==> config.mk <==
export PLATFORM = sky130hd
export DESIGN_NAME = trap_sequencer
export DESIGN_NICKNAME = d
export VERILOG_FILES = /design/src/rtl/tseq_pkg.sv /design/src/rtl/tseq_vectab.sv /design/src/rtl/tseq_entry.sv /design/src/rtl/tseq_savebank.sv /design/src/rtl/tseq_return.sv /design/src/rtl/trap_sequencer.sv
export SDC_FILE = /design/constraint.sdc
export NUM_CORES = 1
export LEC_CHECK = 0
export BUFFER_PORTS_ARGS = -buffer_cell sky130_fd_sc_hd__buf_2
export CORE_MARGIN = 3
export CORE_UTILIZATION = 54
export CTS_BUF_LIST = sky130_fd_sc_hd__clkbuf_8
export CTS_CLUSTER_SIZE = 28
export DETAILED_ROUTE_END_ITERATION = 12
export GPL_ROUTABILITY_DRIVEN = 0
export PLACE_DENSITY = 0.82
export SETUP_SLACK_MARGIN = 0.15
export SYNTH_ARGS = -nofsm -noshare
export SYNTH_HDL_FRONTEND = slang
export SYNTH_SLANG_ARGS = --single-unit
==> constraint.sdc <==
create_clock -name clk_i -period 3.45 [get_ports clk_i]
set_input_delay 0.1725 -clock clk_i [delete_from_list [all_inputs] [get_ports clk_i]]
set_output_delay 0.1725 -clock clk_i [all_outputs]
set_load 0.05 [all_outputs]
==> src/rtl/tseq_pkg.sv <==
`timescale 1ns/1ps
package tseq_pkg;

   typedef enum logic [1:0] {
      PAIR_STD  = 2'd0,
      PAIR_CRIT = 2'd1,
      PAIR_DBG  = 2'd2,
      PAIR_MCHK = 2'd3
   } pair_e;

   localparam int NPAIR = 4;

   localparam logic [7:0] CAUSE_MCHK     = 8'd1;
   localparam logic [7:0] CAUSE_CRIT     = 8'd2;
   localparam logic [7:0] CAUSE_DBG      = 8'd3;
   localparam logic [7:0] CAUSE_FAULT_LO = 8'd4;
   localparam logic [7:0] CAUSE_FAULT_HI = 8'd7;

   // save pair that a cause lands in
   function automatic pair_e pair_of(input logic [7:0] c);
      case (c)
         CAUSE_MCHK: return PAIR_MCHK;
         CAUSE_CRIT: return PAIR_CRIT;
         CAUSE_DBG:  return PAIR_DBG;
         default:    return PAIR_STD;
      endcase
   endfunction

   // faults resume at the faulting instruction
   function automatic logic saves_current(input logic [7:0] c);
      return (c >= CAUSE_FAULT_LO) && (c <= CAUSE_FAULT_HI);
   endfunction

   // causes whose save is mirrored into the critical pair
   function automatic logic has_alt(input logic [7:0] c);
      return (c == CAUSE_MCHK) || (c == CAUSE_DBG);
   endfunction

endpackage

==> src/rtl/tseq_vectab.sv <==
`timescale 1ns/1ps
module tseq_vectab #(
   parameter int XLEN   = 32,
   parameter int NCAUSE = 16,
   localparam int CW    = $clog2(NCAUSE)
) (
   input  logic            clk_i,
   input  logic            rst_ni,
   input  logic            we_i,
   input  logic [CW-1:0]   widx_i,
   input  logic [XLEN-1:0] wdata_i,
   input  logic [CW-1:0]   ridx_i,
   output logic [XLEN-1:0] rdata_o
);

   if ((1 << CW) != NCAUSE) begin : g_bad_depth
      $error("tseq_vectab: NCAUSE must be a power of two");
   end

   logic [XLEN-1:0] tab_q [NCAUSE];

   always_ff @(posedge clk_i) begin
      if (!rst_ni) begin
         for (int i = 0; i < NCAUSE; i++) tab_q[i] <= '1;
      end else if (we_i) begin
         tab_q[widx_i] <= wdata_i;
      end
   end

   assign rdata_o = tab_q[ridx_i];

   // a written entry holds the written word
   a_r1_write_visible: assert property (@(posedge clk_i) disable iff (!rst_ni)
      we_i |=> tab_q[$past(widx_i)] == $past(wdata_i));

endmodule

==> src/rtl/tseq_entry.sv <==
`timescale 1ns/1ps
module tseq_entry
   import tseq_pkg::*;
#(
   parameter int XLEN = 32,
   parameter int CW   = 4,
   parameter int ME_BIT = 12,
   parameter int IR_BIT = 5,
   parameter int DR_BIT = 4,
   parameter logic [XLEN-1:0] SAVE_CLR = 32'h783F0000
) (
   input  logic [XLEN-1:0] cur_st_i,
   input  logic [CW-1:0]   cause_i,
   input  logic [XLEN-1:0] pc_i,
   input  logic [XLEN-1:0] vec_i,
   input  logic [XLEN-1:0] base_i,
   output logic [XLEN-1:0] sv_st_o,
   output logic [XLEN-1:0] sv_pc_o,
   output logic [XLEN-1:0] new_st_o,
   output logic [XLEN-1:0] hnd_o,
   output pair_e           pair_o,
   output pair_e           alt_pair_o,
   output logic            alt_o,
   output logic            mchk_o,
   output logic            undef_o,
   output logic            flush_o
);

   localparam logic [XLEN-1:0] STEP = XLEN'(4);

   logic [7:0] c8;
   assign c8 = 8'(cause_i);

   always_comb begin
      sv_st_o          = cur_st_i & ~SAVE_CLR;
      pair_o           = pair_of(c8);
      alt_o            = has_alt(c8);
      alt_pair_o       = PAIR_CRIT;
      mchk_o           = (pair_o == PAIR_MCHK);
      new_st_o         = '0;
      new_st_o[ME_BIT] = cur_st_i[ME_BIT] & ~mchk_o;
      sv_pc_o          = saves_current(c8) ? (pc_i - STEP) : pc_i;
      undef_o          = &vec_i;
      hnd_o            = vec_i | base_i;
      flush_o          = sv_st_o[IR_BIT] | sv_st_o[DR_BIT];
   end

endmodule

==> src/rtl/tseq_savebank.sv <==
`timescale 1ns/1ps
module tseq_savebank
   import tseq_pkg::*;
#(
   parameter int XLEN     = 32,
   parameter bit ALT_COPY = 1'b1
) (
   input  logic                  clk_i,
   input  logic                  rst_ni,
   input  logic                  we_i,
   input  pair_e                 pair_i,
   input  logic                  alt_i,
   input  pair_e                 alt_pair_i,
   input  logic [XLEN-1:0]       pc_i,
   input  logic [XLEN-1:0]       st_i,
   input  pair_e                 rd_pair_i,
   output logic [XLEN-1:0]       rd_pc_o,
   output logic [XLEN-1:0]       rd_st_o,
   output logic [NPAIR*XLEN-1:0] flat_pc_o,
   output logic [NPAIR*XLEN-1:0] flat_st_o
);

   logic alt_en;

   if (ALT_COPY) begin : g_alt
      assign alt_en = we_i & alt_i;
   end else begin : g_noalt
      assign alt_en = 1'b0;
   end

   for (genvar g = 0; g < NPAIR; g++) begin : g_pair
      logic [XLEN-1:0] pc_r;
      logic [XLEN-1:0] st_r;
      logic            hit;

      assign hit = (we_i && (pair_i == pair_e'(g))) ||
                   (alt_en && (alt_pair_i == pair_e'(g)));

      always_ff @(posedge clk_i) begin
         if (!rst_ni) begin
            pc_r <= '0;
            st_r <= '0;
         end else if (hit) begin
            pc_r <= pc_i;
            st_r <= st_i;
         end
      end

      assign flat_pc_o[g*XLEN +: XLEN] = pc_r;
      assign flat_st_o[g*XLEN +: XLEN] = st_r;
   end

   assign rd_pc_o = flat_pc_o[int'(rd_pair_i)*XLEN +: XLEN];
   assign rd_st_o = flat_st_o[int'(rd_pair_i)*XLEN +: XLEN];

endmodule

==> src/rtl/tseq_return.sv <==
`timescale 1ns/1ps
module tseq_return
   import tseq_pkg::*;
#(
   parameter int XLEN = 32,
   parameter logic [XLEN-1:0] STD_CLR = 32'h783F0000,
   parameter logic [XLEN-1:0] ALT_CLR = 32'h3FFF0000
) (
   input  pair_e           kind_i,
   input  logic [XLEN-1:0] pc_i,
   input  logic [XLEN-1:0] st_i,
   output logic [XLEN-1:0] tgt_o,
   output logic [XLEN-1:0] st_o
);

   logic [XLEN-1:0] clr;

   always_comb begin
      clr   = (kind_i == PAIR_STD) ? STD_CLR : ALT_CLR;
      st_o  = st_i & ~clr;
      tgt_o = {pc_i[XLEN-1:2], 2'b00};
   end

endmodule

==> src/rtl/trap_sequencer.sv <==
`timescale 1ns/1ps
module trap_sequencer
   import tseq_pkg::*;
#(
   parameter int XLEN     = 32,
   parameter int NCAUSE   = 16,
   parameter int ME_BIT   = 12,
   parameter int IR_BIT   = 5,
   parameter int DR_BIT   = 4,
   parameter bit ALT_COPY = 1'b1,
   parameter logic [XLEN-1:0] SAVE_CLR    = 32'h783F0000,
   parameter logic [XLEN-1:0] STD_RET_CLR = 32'h783F0000,
   parameter logic [XLEN-1:0] ALT_RET_CLR = 32'h3FFF0000,
   localparam int CW = $clog2(NCAUSE)
) (
   input  logic                  clk_i,
   input  logic                  rst_ni,
   input  logic                  vec_we_i,
   input  logic [CW-1:0]         vec_idx_i,
   input  logic [XLEN-1:0]       vec_data_i,
   input  logic [XLEN-1:0]       vec_base_i,
   input  logic                  st_load_i,
   input  logic [XLEN-1:0]       st_load_val_i,
   input  logic                  exc_req_i,
   input  logic [CW-1:0]         exc_cause_i,
   input  logic [XLEN-1:0]       exc_pc_i,
   input  logic                  ret_req_i,
   input  logic [1:0]            ret_kind_i,
   output logic [XLEN-1:0]       status_o,
   output logic                  redir_o,
   output logic [XLEN-1:0]       redir_addr_o,
   output logic                  flush_o,
   output logic                  vec_err_o,
   output logic                  chkstop_o,
   output logic [NPAIR*XLEN-1:0] save_pc_o,
   output logic [NPAIR*XLEN-1:0] save_st_o
);

   if (NCAUSE < 8 || CW > 8) begin : g_bad_ncause
      $error("trap_sequencer: NCAUSE must lie between 8 and 256");
   end
   if (ME_BIT >= XLEN || IR_BIT >= XLEN || DR_BIT >= XLEN || XLEN < 8) begin : g_bad_bits
      $error("trap_sequencer: status bit positions exceed XLEN");
   end

   logic [XLEN-1:0] status_q, redir_addr_q;
   logic            redir_q, flush_q, verr_q, chk_q;

   logic [XLEN-1:0] vec_rd, sv_st, sv_pc, new_st, hnd;
   pair_e           pair, alt_pair;
   logic            alt, is_mchk, undef, flush_need;
   logic [XLEN-1:0] rd_pc, rd_st, ret_tgt, ret_st;
   logic            act_exc, mchk_stop, take_exc, vec_bad, take_ret, do_ld;

   tseq_vectab #(.XLEN(XLEN), .NCAUSE(NCAUSE)) i_vectab (
      .clk_i   (clk_i),
      .rst_ni  (rst_ni),
      .we_i    (vec_we_i),
      .widx_i  (vec_idx_i),
      .wdata_i (vec_data_i),
      .ridx_i  (exc_cause_i),
      .rdata_o (vec_rd)
   );

   tseq_entry #(
      .XLEN(XLEN), .CW(CW), .ME_BIT(ME_BIT), .IR_BIT(IR_BIT),
      .DR_BIT(DR_BIT), .SAVE_CLR(SAVE_CLR)
   ) i_entry (
      .cur_st_i   (status_q),
      .cause_i    (exc_cause_i),
      .pc_i       (exc_pc_i),
      .vec_i      (vec_rd),
      .base_i     (vec_base_i),
      .sv_st_o    (sv_st),
      .sv_pc_o    (sv_pc),
      .new_st_o   (new_st),
      .hnd_o      (hnd),
      .pair_o     (pair),
      .alt_pair_o (alt_pair),
      .alt_o      (alt),
      .mchk_o     (is_mchk),
      .undef_o    (undef),
      .flush_o    (flush_need)
   );

   // request arbitration: checkstop freezes all, exception > return > load
   always_comb begin
      act_exc   = exc_req_i && !chk_q;
      mchk_stop = act_exc && is_mchk && !status_q[ME_BIT];
      take_exc  = act_exc && !mchk_stop && !undef;
      vec_bad   = act_exc && !mchk_stop && undef;
      take_ret  = !chk_q && !exc_req_i && ret_req_i;
      do_ld     = !chk_q && !exc_req_i && !ret_req_i && st_load_i;
   end

   tseq_savebank #(.XLEN(XLEN), .ALT_COPY(ALT_COPY)) i_savebank (
      .clk_i      (clk_i),
      .rst_ni     (rst_ni),
      .we_i       (take_exc),
      .pair_i     (pair),
      .alt_i      (alt),
      .alt_pair_i (alt_pair),
      .pc_i       (sv_pc),
      .st_i       (sv_st),
      .rd_pair_i  (pair_e'(ret_kind_i)),
      .rd_pc_o    (rd_pc),
      .rd_st_o    (rd_st),
      .flat_pc_o  (save_pc_o),
      .flat_st_o  (save_st_o)
   );

   tseq_return #(
      .XLEN(XLEN), .STD_CLR(STD_RET_CLR), .ALT_CLR(ALT_RET_CLR)
   ) i_return (
      .kind_i (pair_e'(ret_kind_i)),
      .pc_i   (rd_pc),
      .st_i   (rd_st),
      .tgt_o  (ret_tgt),
      .st_o   (ret_st)
   );

   always_ff @(posedge clk_i) begin
      if (!rst_ni) begin
         status_q     <= '0;
         redir_q      <= 1'b0;
         redir_addr_q <= '0;
         flush_q      <= 1'b0;
         verr_q       <= 1'b0;
         chk_q        <= 1'b0;
      end else begin
         redir_q <= take_exc | take_ret;
         flush_q <= take_exc & flush_need;
         verr_q  <= vec_bad;
         chk_q   <= chk_q | mchk_stop;
         if (take_exc) begin
            status_q     <= new_st;
            redir_addr_q <= hnd;
         end else if (take_ret) begin
            status_q     <= ret_st;
            redir_addr_q <= ret_tgt;
         end else if (do_ld) begin
            status_q     <= st_load_val_i;
         end
      end
   end

   assign status_o     = status_q;
   assign redir_o      = redir_q;
   assign redir_addr_o = redir_addr_q;
   assign flush_o      = flush_q;
   assign vec_err_o    = verr_q;
   assign chkstop_o    = chk_q;

   // a redirect only follows a request
   a_r5_redir_needs_req: assert property (@(posedge clk_i) disable iff (!rst_ni)
      redir_q |-> $past(exc_req_i || ret_req_i));
   // checkstop is sticky
   a_r8_chk_sticky: assert property (@(posedge clk_i) disable iff (!rst_ni)
      chk_q |=> chk_q);
   // no redirect while stopped
   a_r8_chk_silent: assert property (@(posedge clk_i) disable iff (!rst_ni)
      chk_q |-> !redir_q);
   // error and redirect never coincide
   a_r6_err_no_redir: assert property (@(posedge clk_i) disable iff (!rst_ni)
      verr_q |-> !redir_q);
   // machine check handler runs with machine checks off
   a_r3_mchk_me_off: assert property (@(posedge clk_i) disable iff (!rst_ni)
      (redir_q && $past(take_exc && is_mchk)) |-> !status_q[ME_BIT]);
   // return targets are word aligned
   a_r9_ret_aligned: assert property (@(posedge clk_i) disable iff (!rst_ni)
      (redir_q && $past(take_ret)) |-> (redir_addr_q[1:0] == 2'b00));
   // flush only accompanies a redirect
   a_r10_flush_with_redir: assert property (@(posedge clk_i) disable iff (!rst_ni)
      flush_q |-> redir_q);

endmodule

======== Word-level counts from Yosys, hierarchy flattened ========
Memory sizes are Yosys's and may differ from the RTL's.
Index checks and enable logic that the tools add are counted.
word-level totals
  flip-flop bits (word level) ............. 284
  latch bits .............................. 0
  memory bits (writable) .................. 512
  bits in read-only memories .............. 0
  output and inout port bits .............. 324
  memories ................................ 1
operators by class
  $add $sub $neg .......................... 1
  $mul .................................... 0
  div/mod/pow operators ................... 0
  magnitude comparators ................... 2
  equal/unequal tests ..................... 6
  shift-type cells ........................ 2
  multiplexer cells ....................... 15
  bitwise operators ....................... 11
  reductions and logical operators ........ 31
memory list
  name            words  width  read ports  clocked after memory_dff  wr ports  RTL line           source
  i_vectab.tab_q  16     32     1           0                         16        tseq_vectab.sv:20  logic [XLEN-1:0] tab_q [NCAUSE];
operators with widths
  kind                                                  number
  variable part select 128 x 8 -> 32 bit                2
  two-way mux 32 bit                                    6
  bitwise AND 32 bit                                    1
  NOT 32 bit                                            1
  bitwise OR 32 bit                                     1
  AND reduction 32 bit                                  1
  OR reduction 32 bit                                   1
  subtractor 32 x 3 -> 32 bit (second input constant)   1
  two-way mux 31 bit                                    1
  logical AND 1 bit                                     15
  two-way mux 13 bit                                    1
  == test 4 x 2 -> 1 bit (second input constant)        2
  zero test 1 bit                                       6
  case mux 2 bit (3 select lines)                       1
  two-way mux 1 bit                                     5
  == test 2 bit (second input constant)                 2
  == test 4 x 1 -> 1 bit (second input constant)        1
  >= comparator 4 x 3 -> 1 bit (second input constant)  1
  <= comparator 4 x 3 -> 1 bit (second input constant)  1
  zero test 2 bit                                       2
  two-way mux 4 bit                                     1
  nonzero test 2 bit                                    2
  bitwise AND 1 bit                                     3
  bitwise OR 1 bit                                      3
  5 further kinds                                       7

======== Longest topological paths before layout ========
  depth after elaboration ................. 10
  gate-level depth with buffers ........... 15
  depth with buffers taken out ............ 10

======== Modules after synthesis ========
Synthesis repeated with hierarchy kept, for this count alone.
second synthesis, totals
  cells, all modules ...................... 3094
  area, all modules ....................... 39788.2 µm²
modules (own cells, without submodules)
  module          instances  cells each  area each (µm²)
  tseq_vectab     1          1442        22944.5
  tseq_savebank   1          983         11282.1
  trap_sequencer  1          394         3545.9
  tseq_entry      1          210         1531.5
  tseq_return     1          65          484.2

======== Worst setup path after synthesis ========
No wires, ideal clock.
  path type ............................... input-to-reg
  start point ............................. input rst_ni
  end point ............................... memory i_vectab.tab_q[10][0] (enable)
  library setup time ...................... 0.466 ns
  arrival time ............................ 3.216 ns
  required time ........................... 2.984 ns
  slack ................................... -0.231 ns
  stages .................................. 6
  cells stage by stage .................... clkbuf_1 > nand2_1 > nor2_1 > nand2_1 > clkbuf_1 > o21ai_0
RTL lines
  item                RTL line              source
  start: declaration  trap_sequencer.sv:17  input logic rst_ni,
  end: declaration    tseq_vectab.sv:20

======== Final worst setup path ========
  start point ............................. memory i_vectab.tab_q[13][9]
  end point ............................... register redir_addr_q[15] (netlist: redir_addr_o[15])
on the way
  word-level cells in the longest chain between the ends .. 5
  elaborated cells on any way between the ends .. 6
RTL lines
  item                                                             RTL line               source
  memory (16 x 32 bit) (*)                                         n/a
  AND reduction 32 bit (*)                                         tseq_entry.sv:43       undef_o = &vec_i;
  zero test 1 bit (*)                                              trap_sequencer.sv:90   take_exc = act_exc && !mchk_stop && !undef;
  logical AND 1 bit (*)                                            trap_sequencer.sv:90
  two-way mux 32 bit / nonzero test 2 bit (equally long branches)  n/a
  end signal: assignment                                           trap_sequencer.sv:137  redir_addr_q <= hnd;
  end signal: assignment                                           trap_sequencer.sv:140  redir_addr_q <= ret_tgt;
  end: declaration                                                 trap_sequencer.sv:46   logic [XLEN-1:0] status_q, redir_addr_q;
Every way passes the cells marked *; elsewhere a longest branch is shown, timed or not.
A chain may end at the register's enable or synchronous reset.

==> metrics <==
# setup viols final=0; RSZ-0062 raised after global routing=no; Synth top area share=42.4%; first-pass GRT wire length=182000 um; I/O pin total=468; clock root buffer=clkbuf_8; Area contributors post-synth=edfxtp_1 (42%), dfxtp_1 (16%), mux4_2 (11%), mux2i_1 (7.6%), or3_1 (5.0%); Critical Path AT=3830 ps; Top FF cell, synth=edfxtp_1; ys async rst share=0%; 1st-iter DRT viols=4100; CP startpoint kind=flop; final max-slew violation count=0; top cells by count, synth=edfxtp_1 (512), nand2_1 (363), or3_1 (290); Worst Path Max Fanout=9; WL per Instance=28.6 um; Sequential cell area=0.0211 mm2; placed cell area=0.0398 mm2; Routed Antenna Nets=0; Least-Margin Pin Slew=1180 ps; total CTS buffers=134; Pwr Density=497 mW/mm2; register area share after synthesis=58.0%; Layout Skew=39.5 ps; worst path required time=4110 ps; GRT Residual Overflow=0; worst-skew pair later-pin latency=800 ps; largest net degree at the start of global routing=171; Yosys Warn Count=0; # DRC=0; Die H=265 um; setup_tns=0 ps; synth unique cells=62; Clock Path Buffers=3; worst vdd ir=0.000478 V; WL final=124000 um; layout cells sized above 1=33.1%; final period utilization=92.0%; vias in the first global route=28157; DRT Pass-1 Iters=6; f_max=315 MHz; Crit. End Element=flop; cell taking the most area after synthesis=edfxtp_1; clk slew on worst S/H paths=70 ps; Final min period=3170 ps; final instance area=0.0439 mm2; Multi-input gate area=0.0140 mm2; core outline area=0.0662 mm2; max_slew headroom=21.6%; IO buf count=427; Die Wd=265 um; status=complete, no violations; Post-Syn Area=0.0363 mm2; Die ar.=0.0704 mm2; number of synthesized flops with an enable pin=512; layout net count=3503; Tot Pwr=21.8 mW; Max-cap violations=0; Mean Syn Cell Area=13.1 um2; Vias=27792; CTS tree=yes; Via density=6.40; HPWL after DPL=81200 um; gr usage total=34.9%; CP Class=reg2reg; Hold Crit Class=in2reg; FF+latch count, synth=796; static leakage=16.5 nW; Clock H-tree levels=4; antenna violations before repair=15; count leader, synth=edfxtp_1; Area Overhead vs Synth=20.8%; Initial Util=54.8%; CTS sink cnt=796; Mapped Cells=2763; # rows=94; final hold violation count=0; filler instances=4437
## through the flow
step / cells / worst slack, ps / util (%) / hold WS (ps)
after floorplan: 2802 / -231 / - / 313
after global placement: 3944 / -353 / 60.1 / 425
after detailed placement: 3944 / -426 / 60.1 / 440
after CTS: 4324 / 180 / 66.1 / 5.01
after global routing: 4336 / 160 / 66.2 / 66.6
final: 4340 / 277 / 66.2 / 72.4
## kinds of logic after synthesis
group / count (synthesis) / synth area share [%]
simple gates: 1053 / 15.2
flops: 796 / 58.0
buf+inv: 302 / 4.49
other cells: 1 / 0.0103
mux: 465 / 19.2
compound gates: 116 / 2.31
fa+ha+maj: 1 / 0.0345
xor+xnor: 29 / 0.700
## state kept, by name, indices dropped and copies added (netlist names)
register and count:
vec_err_o 1, redir_addr_o 32, status_o 32, flush_o 1, chkstop_o 1, i_savebank.g_pair.st_r 88, i_savebank.g_pair.pc_r 128, redir_o 1
i_vectab.tab_q 512
## final timing paths
| path | from | end | depth (start not counted) | slack [ps] |
|---|---|---|---|---|
| setup reg to reg | i_vectab.tab_q[13][9] | redir_addr_o[15] | 10 | 280 |
| hold / removal | vec_base_i[6] | redir_addr_o[6] | 4 | 70 |
| setup / recovery | i_vectab.tab_q[13][9] | redir_addr_o[15] | 10 | 280 |
| hold reg to reg | i_savebank.g_pair[3].st_r[25] | i_savebank.g_pair[3].st_r[25] | 2 | 460 |
## per-layer routing
metal / part of all wire [%] / GRT usage, % / wire (um)
met1: 33 / 43.1 / 40700
met2: 46 / 54.3 / 57400
met4: 7.2 / 22.3 / 8950
met3: 14 / 10.3 / 17100
met5: 0.021 / 0 / 26
## report_power, final
| group | switching [mW] | internal (mW) | total (mW) |
|---|---|---|---|
| clock network | 4.02 | 4.23 | 8.25 |
| logic | 1.83 | 0.946 | 2.78 |
| registers | 0.205 | 10.6 | 10.8 |
| total | 6.06 | 15.8 | 21.8 |
## area by class of cell
class                      count  area share, %
sequential                   796           48.0
multi-input combinational   1704           31.9
timing repair buffer         714           11.6
clock buffer                 142           4.46
tap                          864           2.46
clock inverter                98           1.39
antenna                       14         0.0799
inverter                       8         0.0685
## worst max-delay path, cell delays in order, from the launching register on
cell	delay [ps]
edfxtp_1	410
mux4_2	470
mux4_2	540
nand4_1	120
a2111oi_1	70
buf_4	170
and4_1	240
buf_12	160
nor4_1	610
buf_4	240
a211oi_1	50
## timing repair
item	CTS	global route
hold buffers	140	0
endpoints found under the setup margin	4	46
buffers inserted	0	2
pin swaps	0	1
hold endpoints to repair	707	0
cloned	0	0
gates resized for setup	4	4
## cell usage in the layout (no fill, tap or decap), drive strengths merged, types with 40 or more instances in the layout
cell type    instances
or3                290
edfxtp             512
dfxtp              284
dlygate4sd3        140
mux4               185
nand2b              72
mux2i              276
nand2              364
nor2                50
clkbuf             143
buf                573
inv                 58
nor3                41
a211oi              46
or2                161
conb                40
Note: power is estimated with default switching activity, not from simulation.
